==> config.mk <==
export PLATFORM = sky130hd
export DESIGN_NAME = qxfer_eval
export DESIGN_NICKNAME = d
export VERILOG_FILES = /design/src/rtl/qxe_pkg.sv /design/src/rtl/qxe_size.sv /design/src/rtl/qxe_addr.sv /design/src/rtl/qxe_wbmask.sv /design/src/rtl/qxfer_eval.sv
export SDC_FILE = /design/constraint.sdc
export NUM_CORES = 1
export LEC_CHECK = 0
export BUFFER_PORTS_ARGS = -buffer_cell sky130_fd_sc_hd__buf_4
export CAP_MARGIN = 20
export CORE_MARGIN = 2
export CORE_UTILIZATION = 40
export DETAILED_ROUTE_END_ITERATION = 8
export PLACE_DENSITY_LB_ADDON = 0.15
export SETUP_SLACK_MARGIN = 0.5
export SYNTH_ARGS = -nofsm -noshare
export SYNTH_HDL_FRONTEND = slang
export SYNTH_HIERARCHICAL = 1
export SYNTH_SLANG_ARGS = --single-unit
==> constraint.sdc <==
create_clock -name clk -period 1.45 [get_ports clk]
set_clock_uncertainty 0.1 [all_clocks]
set_input_delay 0.29 -clock clk [delete_from_list [all_inputs] [get_ports clk]]
set_output_delay 0.29 -clock clk [all_outputs]
set_load 0.1 [all_outputs]
==> src/rtl/qxe_pkg.sv <==
package qxe_pkg;
    typedef enum logic [1:0] {
        RSP_OK    = 2'd0,
        RSP_NAK   = 2'd1,
        RSP_STALL = 2'd2,
        RSP_XERR  = 2'd3
    } rsp_e;

    localparam int ST_W         = 4;
    localparam int ST_BABBLE    = 2;
    localparam int ST_STALL     = 3;
    localparam int WB_FIELDS    = 10;
    localparam int WB_HS_FIELDS = 7;
endpackage

==> src/rtl/qxe_size.sv <==
module qxe_size #(
    parameter int LEN_W = 15,
    parameter int MPL_W = 11,
    parameter int RX_W  = MPL_W + 1
) (
    input  logic [LEN_W-1:0] bytes_left,
    input  logic [MPL_W-1:0] max_pkt,
    input  logic             is_in,
    input  logic [RX_W-1:0]  rx_bytes,
    output logic [MPL_W-1:0] moved,
    output logic             babble,
    output logic             short_pkt
);
    logic [LEN_W-1:0] mpl_ext;
    logic [LEN_W-1:0] expect_len;
    logic [LEN_W-1:0] rx_ext;

    assign mpl_ext    = LEN_W'(max_pkt);
    assign rx_ext     = LEN_W'(rx_bytes);
    assign expect_len = (bytes_left < mpl_ext) ? bytes_left : mpl_ext;
    assign babble     = is_in && (rx_ext > expect_len);
    assign moved      = is_in ? rx_bytes[MPL_W-1:0] : expect_len[MPL_W-1:0];
    assign short_pkt  = is_in && !babble && (moved < max_pkt);
endmodule

==> src/rtl/qxe_addr.sv <==
module qxe_addr #(
    parameter int OFF_W = 12,
    parameter int PG_W  = 3,
    parameter int MPL_W = 11
) (
    input  logic [OFF_W-1:0] offset,
    input  logic [PG_W-1:0]  page,
    input  logic [MPL_W-1:0] moved,
    output logic [OFF_W-1:0] offset_nxt,
    output logic [PG_W-1:0]  page_nxt
);
    logic [OFF_W:0] sum;

    assign sum        = {1'b0, offset} + (OFF_W+1)'(moved);
    assign offset_nxt = sum[OFF_W-1:0];
    assign page_nxt   = page + PG_W'(sum[OFF_W]);
endmodule

==> src/rtl/qxe_wbmask.sv <==
module qxe_wbmask #(
    parameter int NF  = 10,
    parameter int NHS = 7
) (
    input  logic          req,
    input  logic          low_full,
    output logic [NF-1:0] mask
);
    for (genvar i = 0; i < NF; i++) begin : g_field
        if (i < NHS) begin : g_always
            assign mask[i] = req;
        end else begin : g_split
            assign mask[i] = req && low_full;
        end
    end
endmodule

==> src/rtl/qxfer_eval.sv <==
module qxfer_eval
    import qxe_pkg::*;
#(
    parameter int LEN_W  = 15,
    parameter int MPL_W  = 11,
    parameter int RX_W   = MPL_W + 1,
    parameter int OFF_W  = 12,
    parameter int PG_W   = 3,
    parameter int CERR_W = 2,
    parameter int NAK_W  = 4
) (
    input  logic                 clk,
    input  logic                 rst_n,
    input  logic                 txn_valid,
    input  logic                 txn_is_in,
    input  logic [1:0]           txn_resp,
    input  logic [1:0]           txn_err_kind,
    input  logic [RX_W-1:0]      txn_rx_bytes,
    input  logic                 txn_low_full,
    input  logic [MPL_W-1:0]     ep_max_pkt,
    input  logic                 ov_active,
    input  logic                 ov_halted,
    input  logic [CERR_W-1:0]    ov_cerr,
    input  logic                 ov_toggle,
    input  logic [NAK_W-1:0]     ov_nak_rl,
    input  logic [NAK_W-1:0]     ov_nak_cnt,
    input  logic [LEN_W-1:0]     ov_bytes,
    input  logic [PG_W-1:0]      ov_page,
    input  logic [OFF_W-1:0]     ov_offset,
    input  logic [ST_W-1:0]      ov_status,
    output logic                 res_valid,
    output logic                 res_active,
    output logic                 res_halted,
    output logic                 res_done,
    output logic                 res_short,
    output logic [CERR_W-1:0]    res_cerr,
    output logic                 res_toggle,
    output logic [NAK_W-1:0]     res_nak_cnt,
    output logic [LEN_W-1:0]     res_bytes,
    output logic [PG_W-1:0]      res_page,
    output logic [OFF_W-1:0]     res_offset,
    output logic [ST_W-1:0]      res_status,
    output logic                 wb_req,
    output logic [WB_FIELDS-1:0] wb_mask
);
    typedef struct packed {
        logic                 valid;
        logic                 active;
        logic                 halted;
        logic                 done;
        logic                 short_pkt;
        logic [CERR_W-1:0]    cerr;
        logic                 toggle;
        logic [NAK_W-1:0]     nak_cnt;
        logic [LEN_W-1:0]     bytes;
        logic [PG_W-1:0]      page;
        logic [OFF_W-1:0]     offset;
        logic [ST_W-1:0]      status;
        logic                 wb;
        logic [WB_FIELDS-1:0] mask;
    } res_t;

    res_t st_d, st_q;

    logic [MPL_W-1:0]     moved;
    logic                 babble;
    logic                 short_pkt;
    logic [OFF_W-1:0]     offset_adv;
    logic [PG_W-1:0]      page_adv;
    logic [LEN_W-1:0]     bytes_after;
    logic [CERR_W-1:0]    cerr_dec;
    logic                 wb_d;
    logic [WB_FIELDS-1:0] mask_d;
    rsp_e                 rsp;

    assign rsp         = rsp_e'(txn_resp);
    assign bytes_after = ov_bytes - LEN_W'(moved);
    assign cerr_dec    = (ov_cerr != '0) ? ov_cerr - CERR_W'(1) : '0;

    qxe_size #(.LEN_W(LEN_W), .MPL_W(MPL_W), .RX_W(RX_W)) u_size (
        .bytes_left (ov_bytes),
        .max_pkt    (ep_max_pkt),
        .is_in      (txn_is_in),
        .rx_bytes   (txn_rx_bytes),
        .moved      (moved),
        .babble     (babble),
        .short_pkt  (short_pkt)
    );

    qxe_addr #(.OFF_W(OFF_W), .PG_W(PG_W), .MPL_W(MPL_W)) u_addr (
        .offset     (ov_offset),
        .page       (ov_page),
        .moved      (moved),
        .offset_nxt (offset_adv),
        .page_nxt   (page_adv)
    );

    always_comb begin
        wb_d = txn_valid && ov_active && !(rsp == RSP_NAK && ov_nak_rl == '0);
    end

    qxe_wbmask #(.NF(WB_FIELDS), .NHS(WB_HS_FIELDS)) u_mask (
        .req      (wb_d),
        .low_full (txn_low_full),
        .mask     (mask_d)
    );

    always_comb begin
        st_d           = st_q;
        st_d.valid     = 1'b0;
        st_d.done      = 1'b0;
        st_d.short_pkt = 1'b0;
        st_d.wb        = wb_d;
        st_d.mask      = mask_d;
        if (txn_valid) begin
            st_d.valid   = 1'b1;
            st_d.active  = ov_active;
            st_d.halted  = ov_halted;
            st_d.cerr    = ov_cerr;
            st_d.toggle  = ov_toggle;
            st_d.nak_cnt = ov_nak_cnt;
            st_d.bytes   = ov_bytes;
            st_d.page    = ov_page;
            st_d.offset  = ov_offset;
            st_d.status  = ov_status;
            if (ov_active) begin
                unique case (rsp)
                    RSP_XERR: begin
                        st_d.cerr        = cerr_dec;
                        st_d.status[1:0] = txn_err_kind;
                        if (cerr_dec == '0) begin
                            st_d.halted = 1'b1;
                            st_d.active = 1'b0;
                            st_d.done   = 1'b1;
                        end
                    end
                    RSP_STALL: begin
                        st_d.halted           = 1'b1;
                        st_d.active           = 1'b0;
                        st_d.done             = 1'b1;
                        st_d.status[ST_STALL] = 1'b1;
                    end
                    RSP_NAK: begin
                        if (ov_nak_cnt != '0) begin
                            st_d.nak_cnt = ov_nak_cnt - NAK_W'(1);
                        end
                    end
                    default: begin
                        if (babble) begin
                            st_d.halted            = 1'b1;
                            st_d.active            = 1'b0;
                            st_d.done              = 1'b1;
                            st_d.status[ST_BABBLE] = 1'b1;
                        end else begin
                            st_d.bytes   = bytes_after;
                            st_d.toggle  = !ov_toggle;
                            st_d.offset  = offset_adv;
                            st_d.page    = page_adv;
                            st_d.nak_cnt = ov_nak_rl;
                            if (bytes_after == '0 || short_pkt) begin
                                st_d.active = 1'b0;
                                st_d.done   = 1'b1;
                            end
                            st_d.short_pkt = short_pkt;
                        end
                    end
                endcase
            end
        end
    end

    always_ff @(posedge clk or negedge rst_n) begin
        if (!rst_n) begin
            st_q <= '0;
        end else begin
            st_q <= st_d;
        end
    end

    assign res_valid   = st_q.valid;
    assign res_active  = st_q.active;
    assign res_halted  = st_q.halted;
    assign res_done    = st_q.done;
    assign res_short   = st_q.short_pkt;
    assign res_cerr    = st_q.cerr;
    assign res_toggle  = st_q.toggle;
    assign res_nak_cnt = st_q.nak_cnt;
    assign res_bytes   = st_q.bytes;
    assign res_page    = st_q.page;
    assign res_offset  = st_q.offset;
    assign res_status  = st_q.status;
    assign wb_req      = st_q.wb;
    assign wb_mask     = st_q.mask;
endmodule

==> metrics.md <==
| Metric | Value |
|---|---|
| Max Clock Freq | 0.261 GHz |
| Multi-input gate area | 0.00454 mm2 |
| Mapped Nets | 771 |
| Post-DR wirelength/cell | 19.8 um |
| # clock sinks | 57 |
| Status | finished with violations |
| Initial antenna violation count | 0 |
| Routed WL | 22500 um |
| Synth cell count leaders | nor2_1, nand2_1, dfrtp_1, ha_1, a21oi_1 |
| Fin. max-slew vios | 0 |
| Setup violations, final | 40 |
| Vias | 6368 |
| CTS Root Buffer Type | clkbuf_16 |
| VDD IR-drop max | 0.000602 V |
| Critical Path Fanout Max | 8 |
| Final worst path period share | 264% |
| First-pass GRT wire length | 29600 um |
| DRT iter0 DRCs | 385 |
| Critical path startpoint category | input pin |
| Drt first pass iters | 5 |
| Mux contribution to synthesized area | 1.03% |
| Largest family of logic cells by synthesized area | simple AND/OR/NAND/NOR gates |
| # fillers | 698 |
| CTS max path bufs | 2 |
| # rows | 41 |
| Hold_ws | -0.246 ns |
| Vias in the first global route | 6012 |
| Crit path DAT | 3.98 ns |
| #FFs+latches synth | 57 |
| Die H | 117 um |
| Count leader, synth | nor2_1 |
| Clk_lat worst skew | 0.34 ns |
| Final GP Congestion | 1.01 |
| Mapped Area | 0.00509 mm2 |
| Post-synthesis xor/xnor area fraction | 3.27% |
| CTS Buf Count | 9 |
| Remaining global-route overflow | 0 |
| Minimum clock period | 3.83 ns |
| Die area | 0.0136 mm2 |
| H-Tree Depth | 3 |
| Slew @ Worst Pin | 0.520 ns |
| Layout cells sized above 1 | 64.1% |
| Failing checks | hold timing, setup timing |
| Pre-CTS worst setup slack | -2.98 ns |
| Register Area | 0.00164 mm2 |
| Ports | 136 |
| Leak | 4.61 nW |
| PwrDens | 870 mW/mm2 |
| Area Overhead vs Synth | 107% |
| Yosys top cell area share | 28.0% |
| Hpwl dp | 14600 um |
| Simple-gate share of the synthesized area | 23.4% |
| Initial Util | 40.7% |
| Post-synth EDFFs | 0 |
| Largest net degree at the start of global routing | 38 |
| Synthesized instance count | 633 |
| Most used DFF post-synth | dfrtp_1 |
| Slack of the critical path | -2.38 ns |
| Seq/Total Area, Yosys | 28.0% |
| Core Area | 0.0125 mm2 |
| Synth warn | 6 |
| Gr usage total | 28.0% |
| Post-layout nets | 1096 |
| DRC Markers | 0 |
| Netlist cell types | 75 |
| Routed Antenna Nets | 0 |
| Diodes inserted | 0 |
| Synth Area in Compound Gates | 23.1% |
| Top cells by area, synth | dfrtp_1, ha_1, nor2_1 |
| Unrepaired setup endpoints after global routing | true |
| Cell accounting for the most synthesized area | dfrtp_1 |
| Final hold violations | 23 |
| Syn Area/Cell | 8.04 um2 |
| WP data required | 1.60 ns |
| FFs w/ async S/R, synth | 100% |
| Rel. slew slack | 65.1% |
| Max-capacitance violation count | 0 |
| Clock slew at reported path FFs | 0.06 ns |
| Post-Synth Adder-Cell Area | 14.8% |
| DR vias/cell | 5.61 |
| Port Buf Inserts | 135 |
| Kind of critical path | input pin to register |
| CTS tree | done |
| Critical Path Sink Type | register |
| DIE WIDTH | 117 um |
| Hold Path Class | input pin to async pin |
cell type report:
cell class / instances / share of cell area (%)
repair buffers: 351 / 35.0
clock buffers: 9 / 2.14
clock inverters: 7 / 0.583
flip-flops and latches: 57 / 15.6
well taps: 172 / 2.05
inverters: 34 / 1.47
multi-input cells: 505 / 43.2
placed cells by master, fill, tap and decap left out, drive strengths merged, types with 9 or more instances in the layout:
cell	synthesis	final
buf	14	347
nor2	74	74
nand2	72	72
dfrtp	57	57
ha	57	57
a21oi	43	43
a31oi	37	37
inv	34	37
o21ai	25	25
nand3	24	24
clkbuf	23	13
and2	13	13
nor3	12	12
a21o	11	11
xnor2	11	11
nand4	9	9
nor2b	9	9
o21a	9	9
path summary, 6_finish.rpt:
check | from | endpoint | slack (ns) | depth (start not counted)
worst max-delay path | ep_max_pkt[5] | res_bytes[13] | -2.38 | 19
worst min-delay path | rst_n | res_page[2] | -0.25 | 1
worst max register to register | res_offset[6] | res_offset[6] | 0.22 | 4
worst min register to register | res_bytes[8] | res_bytes[8] | 0.46 | 1
max in group asynchronous | rst_n | res_bytes[14] | 0.98 | 2
min in group clk | txn_low_full | wb_mask[7] | 0.11 | 2
layer usage:
layer / wire (um) / vias to the layer above / track usage (%) / share of wire [%]
li1: - / 2929 / - / -
met1: 8450 / 3101 / 33.6 / 38
met2: 11800 / 270 / 51.6 / 53
met3: 1410 / 68 / 3.60 / 6.3
met4: 814 / 0 / 9.41 / 3.6
met5: 0 / - / 0 / 0
cells by family (layout without fill, tap and decap cells):
group                    after synthesis  after routing
AO/OA/AOI/OAI                        173            173
XOR/XNOR                              19             19
adder cells (fa/ha/maj)               59             59
buffers and inverters                 71            401
flip-flops                            57             57
multiplexers                           5              5
other                                  1              1
AND/OR/NAND/NOR                      248            248
report_power, final:
part           switching, W  internal (W)  total, W
Combinational       0.00281       0.00225   0.00506
Sequential         0.000174       0.00184   0.00201
Clock              0.000885       0.00119   0.00207
Total               0.00387       0.00528   0.00915
per-stage QoR:
stage                     setup TNS (ns)  area, um2  power, W  cells  utilization, %
after floorplan                   -79.09       5660   0.00438    633               -
after global placement           -101.30       7860   0.00567   1068            62.8
after detailed placement         -104.13       7860   0.00572   1068            62.8
after CTS                         -84.45       9340   0.00849   1103            74.6
after global routing              -91.26      10500   0.00949   1135            84.1
final                             -85.36      10500   0.00915   1135            84.1
sequential cells by signal, indices dropped and copies added, names as in the netlist:
name / flops
res_cerr: 2
res_nak_cnt: 4
res_valid: 1
res_page: 3
res_done: 1
wb_req: 1
res_active: 1
res_halted: 1
res_bytes: 15
res_offset: 12
res_toggle: 1
wb_mask: 10
res_status: 4
res_short: 1
worst max-delay path, stage by stage:
cell      delay (ns)
buf_8           0.10
inv_6           0.05
ha_4            0.20
a211oi_4        0.20
nand2_2         0.10
a211o_4         0.40
buf_12          0.17
o21ai_4         0.13
and2_4          0.16
ha_4            0.19
a211o_1         0.29
a21oi_1         0.12
a211o_1         0.15
a21oi_2         0.08
and2_4          0.19
nor3_4          0.37
nand2_2         0.14
or4_1           0.46
a31oi_1         0.17
repair_timing:
item                                   CTS  global route
gates cloned                             0             5
endpoints found under the hold margin   23            23
pin swaps                               37            86
buffers inserted                        19            27
setup endpoints to repair              108           100
resized for setup                      246           178
Note: power is estimated with default switching activity, not from simulation.
